$ cat config.mk
export PLATFORM = sky130hd
export DESIGN_NAME = ssp_port
export DESIGN_NICKNAME = d
export VERILOG_FILES = /design/src/rtl/ssp_pkg.sv /design/src/rtl/ssp_pinsync.sv /design/src/rtl/ssp_clkgen.sv /design/src/rtl/ssp_port.sv
export SDC_FILE = /design/constraint.sdc
export NUM_CORES = 1
export LEC_CHECK = 0
export ABC_AREA = 1
export BUFFER_PORTS_ARGS = -buffer_cell sky130_fd_sc_hd__buf_4
export CAP_MARGIN = 30
export CORE_MARGIN = 5
export CORE_UTILIZATION = 44
export DETAILED_ROUTE_END_ITERATION = 12
export GPL_TIMING_DRIVEN = 0
export MAX_ROUTING_LAYER = met4
export RECOVER_POWER = 25
export SLEW_MARGIN = 20
export SYNTH_ARGS = -nofsm -noshare
export SYNTH_HDL_FRONTEND = slang
export SYNTH_HIERARCHICAL = 1
export SYNTH_SLANG_ARGS = --single-unit
$ cat constraint.sdc
create_clock -name clk -period 4 [get_ports clk]
set_clock_uncertainty 0.2 [all_clocks]
set_input_delay 0.6 -clock clk [delete_from_list [all_inputs] [get_ports clk]]
set_output_delay 0.6 -clock clk [all_outputs]
set_load 0.02 [all_outputs]
$ cat src/rtl/ssp_pkg.sv
package ssp_pkg;

    localparam logic [3:0] MODE_DIV4     = 4'b0000;
    localparam logic [3:0] MODE_DIV16    = 4'b0001;
    localparam logic [3:0] MODE_DIV64    = 4'b0010;
    localparam logic [3:0] MODE_TIMER    = 4'b0011;
    localparam logic [3:0] MODE_SLV_SEL  = 4'b0100;
    localparam logic [3:0] MODE_SLV_FREE = 4'b0101;
    localparam logic [3:0] MODE_RELOAD   = 4'b1010;

    localparam logic [1:0] REG_CTL  = 2'd0;
    localparam logic [1:0] REG_DATA = 2'd1;
    localparam logic [1:0] REG_DIV  = 2'd2;
    localparam logic [1:0] REG_STAT = 2'd3;

    // Packed so that the fields land on control bits 7..0.
    typedef struct packed {
        logic       wcol;
        logic       ovf;
        logic       en;
        logic       pol;
        logic [3:0] mode;
    } ctl_t;

    function automatic logic mode_is_master(input logic [3:0] m);
        return (m == MODE_DIV4) || (m == MODE_DIV16) || (m == MODE_DIV64) ||
               (m == MODE_TIMER) || (m == MODE_RELOAD);
    endfunction

    function automatic logic mode_is_slave(input logic [3:0] m);
        return (m == MODE_SLV_SEL) || (m == MODE_SLV_FREE);
    endfunction

endpackage

$ cat src/rtl/ssp_pinsync.sv
module ssp_pinsync #(
    parameter int         W       = 3,
    parameter int         STAGES  = 2,
    parameter logic [W-1:0] RST_VAL = '0
) (
    input  logic         clk,
    input  logic         rst_n,
    input  logic [W-1:0] din,
    output logic [W-1:0] dout
);

    logic [STAGES-1:0][W-1:0] stg_d, stg_q;

    always_comb begin
        stg_d[0] = din;
        for (int i = 1; i < STAGES; i++) begin
            stg_d[i] = stg_q[i-1];
        end
    end

    always_ff @(posedge clk or negedge rst_n) begin
        if (!rst_n) stg_q <= {STAGES{RST_VAL}};
        else        stg_q <= stg_d;
    end

    assign dout = stg_q[STAGES-1];

endmodule

$ cat src/rtl/ssp_clkgen.sv
module ssp_clkgen
    import ssp_pkg::*;
#(
    parameter int DIV_W = 8
) (
    input  logic             clk,
    input  logic             rst_n,
    input  logic             run,
    input  logic [3:0]       mode,
    input  logic [DIV_W-1:0] reload,
    input  logic             tmr_tick,
    output logic             half_tick
);

    localparam int CNT_W = DIV_W + 2;

    logic [CNT_W-1:0] half_len;
    logic [CNT_W-1:0] rl_ext;
    logic [CNT_W-1:0] cnt_d, cnt_q;

    assign rl_ext = {2'b00, reload};

    // Half a bit period, in system clocks.
    always_comb begin
        case (mode)
            MODE_DIV16:  half_len = CNT_W'(8);
            MODE_DIV64:  half_len = CNT_W'(32);
            MODE_RELOAD: half_len = (rl_ext + CNT_W'(1)) << 1;
            default:     half_len = CNT_W'(2);
        endcase
    end

    always_comb begin
        cnt_d     = cnt_q;
        half_tick = 1'b0;
        if (!run) begin
            cnt_d = '0;
        end else if (mode == MODE_TIMER) begin
            half_tick = tmr_tick;
        end else if (cnt_q == half_len - CNT_W'(1)) begin
            half_tick = 1'b1;
            cnt_d     = '0;
        end else begin
            cnt_d = cnt_q + CNT_W'(1);
        end
    end

    always_ff @(posedge clk or negedge rst_n) begin
        if (!rst_n) cnt_q <= '0;
        else        cnt_q <= cnt_d;
    end

endmodule

$ cat src/rtl/ssp_port.sv
module ssp_port
    import ssp_pkg::*;
#(
    parameter int DATA_W      = 8,
    parameter int DIV_W       = 8,
    parameter int SYNC_STAGES = 2
) (
    input  logic              clk,
    input  logic              rst_n,
    input  logic              wr_en,
    input  logic              rd_en,
    input  logic [1:0]        addr,
    input  logic [DATA_W-1:0] wdata,
    output logic [DATA_W-1:0] rdata,
    input  logic              tmr_tick_i,
    input  logic              sck_i,
    output logic              sck_o,
    output logic              sck_oe,
    input  logic              sdi_i,
    output logic              sdo_o,
    output logic              sdo_oe,
    input  logic              ss_n_i
);

    localparam int CNT_W = $clog2(DATA_W) + 1;

    typedef struct packed {
        ctl_t              ctl;
        logic [DIV_W-1:0]  reload;
        logic [DATA_W-1:0] rxbuf;
        logic              full;
        logic [DATA_W-1:0] sr;
        logic [CNT_W-1:0]  bitcnt;
        logic              busy;
        logic              phase;
        logic              sdo;
        logic              sck_prev;
    } st_t;

    st_t st_d, st_q;

    logic [2:0] pins_sync;
    logic       s_sck, s_sdi, s_ss_n;
    logic       half_tick;

    // Plain views of state, also used by the bound checker.
    logic              en_w, pol_w, wcol_w, ovf_w, full_w, busy_w;
    logic              master_w, slave_w, legal_w, ss_hold_w;
    logic [DATA_W-1:0] rxbuf_w;

    assign en_w      = st_q.ctl.en;
    assign pol_w     = st_q.ctl.pol;
    assign wcol_w    = st_q.ctl.wcol;
    assign ovf_w     = st_q.ctl.ovf;
    assign full_w    = st_q.full;
    assign busy_w    = st_q.busy;
    assign rxbuf_w   = st_q.rxbuf;
    assign master_w  = mode_is_master(st_q.ctl.mode);
    assign slave_w   = mode_is_slave(st_q.ctl.mode);
    assign legal_w   = master_w && !((st_q.ctl.mode == MODE_RELOAD) && (st_q.reload == '0));
    assign ss_hold_w = (st_q.ctl.mode == MODE_SLV_SEL) && s_ss_n;

    ssp_pinsync #(
        .W       (3),
        .STAGES  (SYNC_STAGES),
        .RST_VAL (3'b001)
    ) u_sync (
        .clk   (clk),
        .rst_n (rst_n),
        .din   ({sck_i, sdi_i, ss_n_i}),
        .dout  (pins_sync)
    );

    assign s_sck  = pins_sync[2];
    assign s_sdi  = pins_sync[1];
    assign s_ss_n = pins_sync[0];

    ssp_clkgen #(
        .DIV_W (DIV_W)
    ) u_clkgen (
        .clk       (clk),
        .rst_n     (rst_n),
        .run       (busy_w),
        .mode      (st_q.ctl.mode),
        .reload    (st_q.reload),
        .tmr_tick  (tmr_tick_i),
        .half_tick (half_tick)
    );

    logic              s_leave, s_return;
    logic              do_leave, do_return;
    logic              in_bit;
    logic [DATA_W-1:0] shifted;

    always_comb begin
        s_leave   = (st_q.sck_prev == pol_w) && (s_sck != pol_w);
        s_return  = (st_q.sck_prev != pol_w) && (s_sck == pol_w);
        do_leave  = en_w && ((master_w && busy_w && half_tick && !st_q.phase) ||
                             (slave_w && !ss_hold_w && s_leave));
        do_return = en_w && ((master_w && busy_w && half_tick && st_q.phase) ||
                             (slave_w && !ss_hold_w && s_return));
        in_bit    = master_w ? sdi_i : s_sdi;
        shifted   = {st_q.sr[DATA_W-2:0], in_bit};
    end

    always_comb begin
        st_d          = st_q;
        st_d.sck_prev = s_sck;

        // Reading the data register empties the buffer.
        if (rd_en && addr == REG_DATA) st_d.full = 1'b0;

        if (wr_en && addr == REG_CTL) begin
            st_d.ctl.mode = wdata[3:0];
            st_d.ctl.pol  = wdata[4];
            st_d.ctl.en   = wdata[5];
            st_d.ctl.ovf  = st_q.ctl.ovf  & wdata[6];
            st_d.ctl.wcol = st_q.ctl.wcol & wdata[7];
        end
        if (wr_en && addr == REG_DIV) st_d.reload = wdata[DIV_W-1:0];

        if (do_leave) begin
            st_d.sdo = st_q.sr[DATA_W-1];
            if (master_w) st_d.phase = 1'b1;
        end

        if (do_return) begin
            st_d.sr    = shifted;
            st_d.phase = 1'b0;
            if (st_q.bitcnt == CNT_W'(DATA_W - 1)) begin
                st_d.bitcnt = '0;
                st_d.busy   = 1'b0;
                if (slave_w && st_q.full) begin
                    st_d.ctl.ovf = 1'b1;
                end else begin
                    st_d.rxbuf = shifted;
                    st_d.full  = 1'b1;
                end
            end else begin
                st_d.bitcnt = st_q.bitcnt + CNT_W'(1);
            end
        end

        if (!en_w || !legal_w) begin
            st_d.busy  = 1'b0;
            st_d.phase = 1'b0;
        end
        if (!en_w || ss_hold_w || (!slave_w && !legal_w)) st_d.bitcnt = '0;

        if (wr_en && addr == REG_DATA && en_w) begin
            if (legal_w) begin
                if (busy_w) begin
                    st_d.ctl.wcol = 1'b1;
                end else begin
                    st_d.sr     = wdata;
                    st_d.busy   = 1'b1;
                    st_d.bitcnt = '0;
                    st_d.phase  = 1'b0;
                end
            end else if (slave_w) begin
                if (st_q.bitcnt != '0) st_d.ctl.wcol = 1'b1;
                else                   st_d.sr       = wdata;
            end
        end
    end

    always_ff @(posedge clk or negedge rst_n) begin
        if (!rst_n) st_q <= '0;
        else        st_q <= st_d;
    end

    always_comb begin
        case (addr)
            REG_CTL:  rdata = DATA_W'({wcol_w, ovf_w, en_w, pol_w, st_q.ctl.mode});
            REG_DATA: rdata = rxbuf_w;
            REG_DIV:  rdata = DATA_W'(st_q.reload);
            default:  rdata = DATA_W'(full_w);
        endcase
    end

    assign sck_o  = pol_w ^ st_q.phase;
    assign sck_oe = en_w && master_w;
    assign sdo_o  = st_q.sdo;
    assign sdo_oe = en_w && (master_w || (slave_w && !ss_hold_w));

endmodule

==> flow_metrics.tcl, run 1 <==
set metrics [dict create \
    drt-total-wl_mm 9.249 \
    cts.path.max_buffers 2 \
    drv_cap 0 \
    clk_latency_ps 350 \
    synth_fa_ha_area_frac 0.01673 \
    drt_iter0_markers 154 \
    grt_pass1_vias 3264 \
    rr_endpoint "rxbuf_w[7]" \
    yosys.area_share.simple 0.4286 \
    power.density_nw_per_um2 400.4 \
    p_comb_frac 0.294 \
    synth_compound_area_frac 0.06290 \
    yosysTopAreaCellShare 0.3680 \
    post-place-ws_ps 563.9 \
    synth_xor_area_frac 0.02041 \
    cp_max_fo 10 \
    numCtsBuffers 9 \
    crit_path_end_kind "flop" \
    synthDistinctLibCells 34 \
    routedWlPerCell_um 13.72 \
    max_freq_ghz 0.2918 \
    rows 33 \
    cts_tree "yes" \
    min_path_type "reg -> reg" \
    synth.net_count 547 \
    area.growth.synth_to_final_pct 13.88 \
    synth_top_family_by_area "simple AND/OR/NAND/NOR gates" \
    fin_setup_tns_ps 0 \
    nets 587 \
    final_cells 674 \
    dpl_cell_area_um2 4089 \
    ys_warn_count 6 \
    ioPinCount 30 \
    dr.pass1.iters 4 \
    hpwl_mm 6.937 \
    clkPwrFrac 0.285 \
    ant_nets 0 \
    dieArea_um2 10440 \
    vdd_drop_max_mv 0.2372 \
    p_int_w 0.001066 \
    setup_viol 0 \
    grtUsageTotal 0.1983 \
    status "finished clean" \
    cts.sinks 57 \
    hold_end "u_sync/dout[2]" \
    grt_pass1_wl_mm 15.79 \
    synth_area_um2 3740 \
    drive_gt1_frac 0.2039 \
    stdcell_area_um2 4259 \
    die_h_um 102.2 \
    h-tree-depth 3 \
    synthMuxAreaShare 0.006022 \
    max_slew.worst_pin.slew_ps 1471 \
    cp-start-kind "flop" \
    initial_core_util 0.4529 \
    synth.avg_cell_area_um2 7.137 \
    antenna_found_initial 0 \
    required_ps 4040 \
    ys_ff_latch 57 \
    ys_top_cells_by_area "dfrtp_1 (37%), nand2_1 (18%), nand3_1 (8.4%)" \
    max_slew_margin 0.01959 \
    grt-ovfl-total 0 \
    cts_setup_buffers 0 \
    routabilityCongestion 0.9151 \
    via_per_inst 5.088 \
    crit_arrival_ps 3470 \
    portBuffers 29 \
    hold_depth 0 \
    vias 3429 \
    power.switching_w 0.0006396 \
    reg2reg_depth 24 \
    coreArea_um2 8258 \
    root_buffer "clkbuf_8" \
    drc_errors 0 \
    r2r_slack_ps 570 \
    holdBufCountCts 0 \
    maxSlewViolCount 0 \
    p_leak_nw 2.204 \
    final_util 0.5158 \
    seq_area_frac_synth 0.3821 \
    final_hold_viol_count 0 \
    r2r-start "st_q[36]" \
    power_frac_seq 0.421 \
    min_from "u_sync/stg_d[5]" \
    fin_ws_ps 572.9 \
    antennaDiodeCount 0 \
    clk_pin_slew_ps 70 \
    synth_cells 524 \
    min_period_over_period 0.8568 \
    switching_share 0.3751 \
    cts_resized 0 \
    place_inst 658 \
    die_w_um 102.2 \
    grt_max_degree 58 \
    path_class "reg -> reg" \
    period_minus_slack_ps 3427 \
    yosysTopAreaCell "dfrtp_1" \
    grt_setup_unrepaired "no" \
]
sequential cells by signal, summed over array words and instances (netlist names):
| signal | count |
|---|---|
| en_w | 1 |
| wcol_w | 1 |
| sdo_o | 1 |
| ovf_w | 1 |
| shifted | 7 |
| st_q | 19 |
| rxbuf_w | 8 |
| full_w | 1 |
| u_sync/stg_d | 3 |
| busy_w | 1 |
| u_clkgen/cnt_q | 10 |
| pol_w | 1 |
| u_sync/dout | 3 |
placed cells by master, fill, tap and decap left out, types with 10 or more instances in the layout:
master	netlist	final
nand2_2	18	18
buf_4	1	26
nor2_1	33	33
nand2_1	176	176
nand3_1	63	63
inv_1	58	58
clkbuf_8	0	10
dfrtp_1	55	55
o21ai_0	19	19
metrics by stage:
stage / hold slack, ps / power [W]
CTS: 137.6 / 0.001721
global placement: 131.6 / 0.001220
detailed placement: 145.1 / 0.001233
floorplan: 104.4 / 0.001082
finish: 156.0 / 0.001705
global route: 142.2 / 0.001827
synthesized netlist by cell type, drive strengths merged:
cell    instances
xor3            1
nand4           8
o21ai          31
dfstp           2
nor2           49
nand3          70
o21a            1
mux2            2
clkinv          3
buf             6
nor3            9
nand2         198
dfrtp          55
ha              5
xnor2           1
inv            65
clkbuf          3
nand3b          2
o21bai          1
a21oi           7
xor2            5
routing by layer:
metal,share of wire,track usage
met4,0.011,0.05752
met3,0.030,0.03208
met5,0,-
met1,0.46,0.2575
met2,0.50,0.3203
logic make-up after synthesis:
group / after synthesis
simple gates: 336
buf+inv: 77
flops: 57
compound gates: 40
xor+xnor: 7
fa+ha+maj: 5
mux: 2
power by group through the flow:
stage	clock network [W]	logic [W]	registers, W
after floorplan	0	0.000369	0.000713
after global placement	0	0.000494	0.000726
after detailed placement	0	0.000505	0.000728
after CTS	0.000497	0.000507	0.000717
after global routing	0.000527	0.000571	0.000729
final	0.000485	0.000502	0.000718
worst max path at each step:
stage / startpoint / end / depth (start not counted)
after floorplan: st_q[33] / rxbuf_w[7] / 21
after global placement: st_q[35] / rxbuf_w[7] / 24
after detailed placement: st_q[35] / rxbuf_w[7] / 24
after CTS: st_q[35] / rxbuf_w[7] / 24
after global routing: st_q[36] / rxbuf_w[7] / 24
final: st_q[36] / rxbuf_w[7] / 24
area by class of cell:
type,instances,area (um2)
Clock buffer,11,141.4
Clock inverter,5,31.28
Buffer,9,56.30
Inverter,68,255.2
Multi-Input combinational cell,390,1999
Timing Repair Buffer,29,215.2
Tap cell,105,131.4
Sequential cell,57,1429
Fill cell,844,3999
critical path, stage by stage, from the launching register on:
cell	delay [ps]
dfrtp_1	470
nor2_2	190
nand2_1	120
o21ai_1	110
nand2_2	110
inv_2	70
ha_1	180
nand3_1	130
nor2_4	220
nand3_2	80
nand2_1	80
nand2_1	60
nand2_1	50
nand2_1	60
nor2_2	160
nand3b_1	120
nand2_1	80
nand2_1	50
inv_1	90
nand3_2	100
nand2_4	130
nand4_4	150
buf_6	210
nand2_2	60
o21ai_2	50
Power figures use the tool's default switching activity.
==> run 2, diff against run 1 <==
--- a/config.mk
+++ b/config.mk
@@ -5,7 +5,7 @@
 export SDC_FILE = /design/constraint.sdc
 export NUM_CORES = 1
 export LEC_CHECK = 0
-export ABC_AREA = 1
+export ABC_AREA = 0
 export BUFFER_PORTS_ARGS = -buffer_cell sky130_fd_sc_hd__buf_4
 export CAP_MARGIN = 30
 export CORE_MARGIN = 5
==> flow_metrics.tcl, run 2 <==
set metrics [dict create \
    nets 450 \
    status "finished clean" \
    largest_reg_flops 19 \
    stdcell_area_um2 4508 \
    post-place-ws_ps -573.1 \
    required_ps 4060 \
    max_slew_margin 0.04527 \
    ioPinCount 30 \
    cts.path.max_buffers 2 \
    routabilityCongestion 0.8083 \
    max_freq_ghz 0.2561 \
    drt-total-wl_mm 9.059 \
    cts.sinks 57 \
    power.switching_w 0.0005843 \
    multi_input_area_um2 2222 \
    coreArea_um2 7767 \
    final_cell_mix "buf_4 (54), dfrtp_1 (45), nand2_1 (40), o21ai_0 (28), nand3_1 (21)" \
    seq_area_frac_synth 0.4038 \
    portBuffers 29 \
    p_comb_frac 0.307 \
    ys_warn_count 6 \
    synth_cells 357 \
    cp-start-kind "flop" \
    synthDistinctLibCells 67 \
    synth.net_count 380 \
    async_flop_share 1.000 \
    period_minus_slack_ps 3904 \
    ys.flop_type "dfrtp_1" \
    drv_cap 0 \
    yosysTopAreaCellShare 0.3890 \
    dieArea_um2 9935 \
    ant_nets 0 \
    min_period_over_period 0.9760 \
    max_slew.worst_pin.slew_ps 1432 \
    drc_errors 0 \
    maxSlewViolCount 0 \
    grt_max_degree 58 \
    largest-register "st_q" \
    power.density_nw_per_um2 381.8 \
    synth_edf_count 0 \
    initial_core_util 0.4555 \
    rows 32 \
    fin_ws_ps 95.95 \
    clk_latency_ps 330 \
    register_area_um2 1441 \
    antenna_found_initial 0 \
    numCtsBuffers 9 \
    synth_area_um2 3538 \
    p_leak_nw 1.938 \
    clkPwrFrac 0.256 \
    dr.pass1.iters 4 \
    die_h_um 99.68 \
    cp_max_fo 6 \
    grt-ovfl-total 0 \
    crit_path_end_kind "flop" \
    drt_iter0_markers 95 \
    min_path_type "reg -> reg" \
    n_fill_cell 732 \
    yosys.cell_count.top_type "dfrtp_1" \
    vias 2992 \
    hpwl_mm 6.069 \
    crit_arrival_ps 3960 \
    drive_gt1_frac 0.3588 \
    vdd_drop_max_mv 0.3129 \
    final_hold_viol_count 0 \
    root_buffer "clkbuf_8" \
    cts_tree "yes" \
    synth.avg_cell_area_um2 9.911 \
    synthTopCellsByCount "dfrtp_1 (55), nand2_1 (41), o21ai_0 (30), mux2_2 (23), nand3_1 (22)" \
    p_int_w 0.001137 \
    final_cells 534 \
    yosysTopAreaCell "dfrtp_1" \
    grt_pass1_wl_mm 14.89 \
    antennaDiodeCount 0 \
    path_class "reg -> reg" \
    switching_share 0.3395 \
    final_common_cell "buf_4" \
    grt_pass1_vias 3017 \
    grt_setup_unrepaired "yes" \
    setup_viol 0 \
    ys_ff_latch 57 \
    grtUsageTotal 0.1922 \
    ys_top_cells_by_area "dfrtp_1 (39%), mux2_2 (7.3%), mux2i_1 (4.5%)" \
    fin_setup_tns_ps 0 \
    h-tree-depth 3 \
    area.growth.synth_to_final_pct 27.40 \
    die_w_um 99.68 \
    clk_pin_slew_ps 70 \
    power_frac_seq 0.437 \
    dpl_cell_area_um2 3914 \
    via_per_inst 5.603 \
    place_inst 488 \
    routedWlPerCell_um 16.96 \
]
## run 2: worst paths after layout
check	from	endpoint	slack [ps]	depth (start not counted)
max in group asynchronous	rst_n	st_q[31]	2210	1
worst min register to register	u_sync/stg_d[4]	u_sync/dout[1]	150	0
worst max register to register	st_q[36]	st_q[7]	100	16
min in group asynchronous	rst_n	u_clkgen/cnt_q[7]	400	1
worst max-delay path	st_q[36]	st_q[7]	100	16
worst min-delay path	u_sync/stg_d[4]	u_sync/dout[1]	150	0
## run 2: timing repair
| item | 4_1_cts | 5_1_grt |
|---|---|---|
| pin swaps | 15 | 16 |
| hold buffers | 0 | 0 |
| buffers inserted | 28 | 5 |
| hold endpoints to repair | 0 | 0 |
| cloned | 1 | 0 |
| setup endpoints to repair | 20 | 22 |
| resized for setup | 25 | 27 |
## run 2: power groups by stage
stage / registers (W) / logic (W) / clock network [W]
final: 0.000753 / 0.000528 / 0.000440
after global routing: 0.000765 / 0.000572 / 0.000486
after CTS: 0.000746 / 0.000499 / 0.000450
after detailed placement: 0.000771 / 0.000402 / 0
after global placement: 0.000770 / 0.000397 / 0
after floorplan: 0.000738 / 0.000292 / 0
## run 2: metrics by stage
step / hold WS, ps / power (W) / utilization
floorplan: 104.4 / 0.001030 / -
global placement: 132.2 / 0.001167 / 0.5039
detailed placement: 134.7 / 0.001173 / 0.5039
CTS: 149.4 / 0.001695 / 0.5662
global route: 156.1 / 0.001822 / 0.5804
finish: 148.1 / 0.001721 / 0.5804
## run 2: kinds of logic (layout without fill, tap and decap cells)
group | count (synthesis) | count (layout) | synth area share
and+or+nand+nor | 138 | 138 | 0.2267
AOI/OAI and AO/OA | 73 | 73 | 0.1386
DFF | 57 | 57 | 0.4038
adders and majority gates | 5 | 5 | 0.01768
buffers and inverters | 22 | 97 | 0.02758
xor gates and xnor gates | 22 | 22 | 0.06082
muxes | 40 | 40 | 0.1248
## run 2: cell type report
cell class                      count  area share
Buffer                             10     0.01221
Clock buffer                       14     0.03164
Clock inverter                      2    0.002220
Inverter                            9    0.008326
Multi-Input combinational cell    278      0.4929
Sequential cell                    57      0.3197
Tap cell                          102     0.02831
Timing Repair Buffer               62      0.1046
## run 2: critical path: stages, from the launching register on
cell,delay (ps)
dfrtp_2,460
or3b_4,430
a21oi_4,180
ha_4,180
o211a_4,230
a211oi_4,70
a21oi_2,180
xor2_2,190
o2111ai_4,150
o21ai_2,140
and2_4,170
nand3_4,80
a2111oi_4,330
nor2_4,80
buf_4,150
or4_4,470
a21oi_2,150
## run 2: routing by layer
metal	vias up	share of wire	track usage
li1	1435	-	-
met1	1495	0.47	0.2541
met2	50	0.49	0.3022
met3	12	0.028	0.03717
met4	0	0.017	0.05147
met5	-	0	-
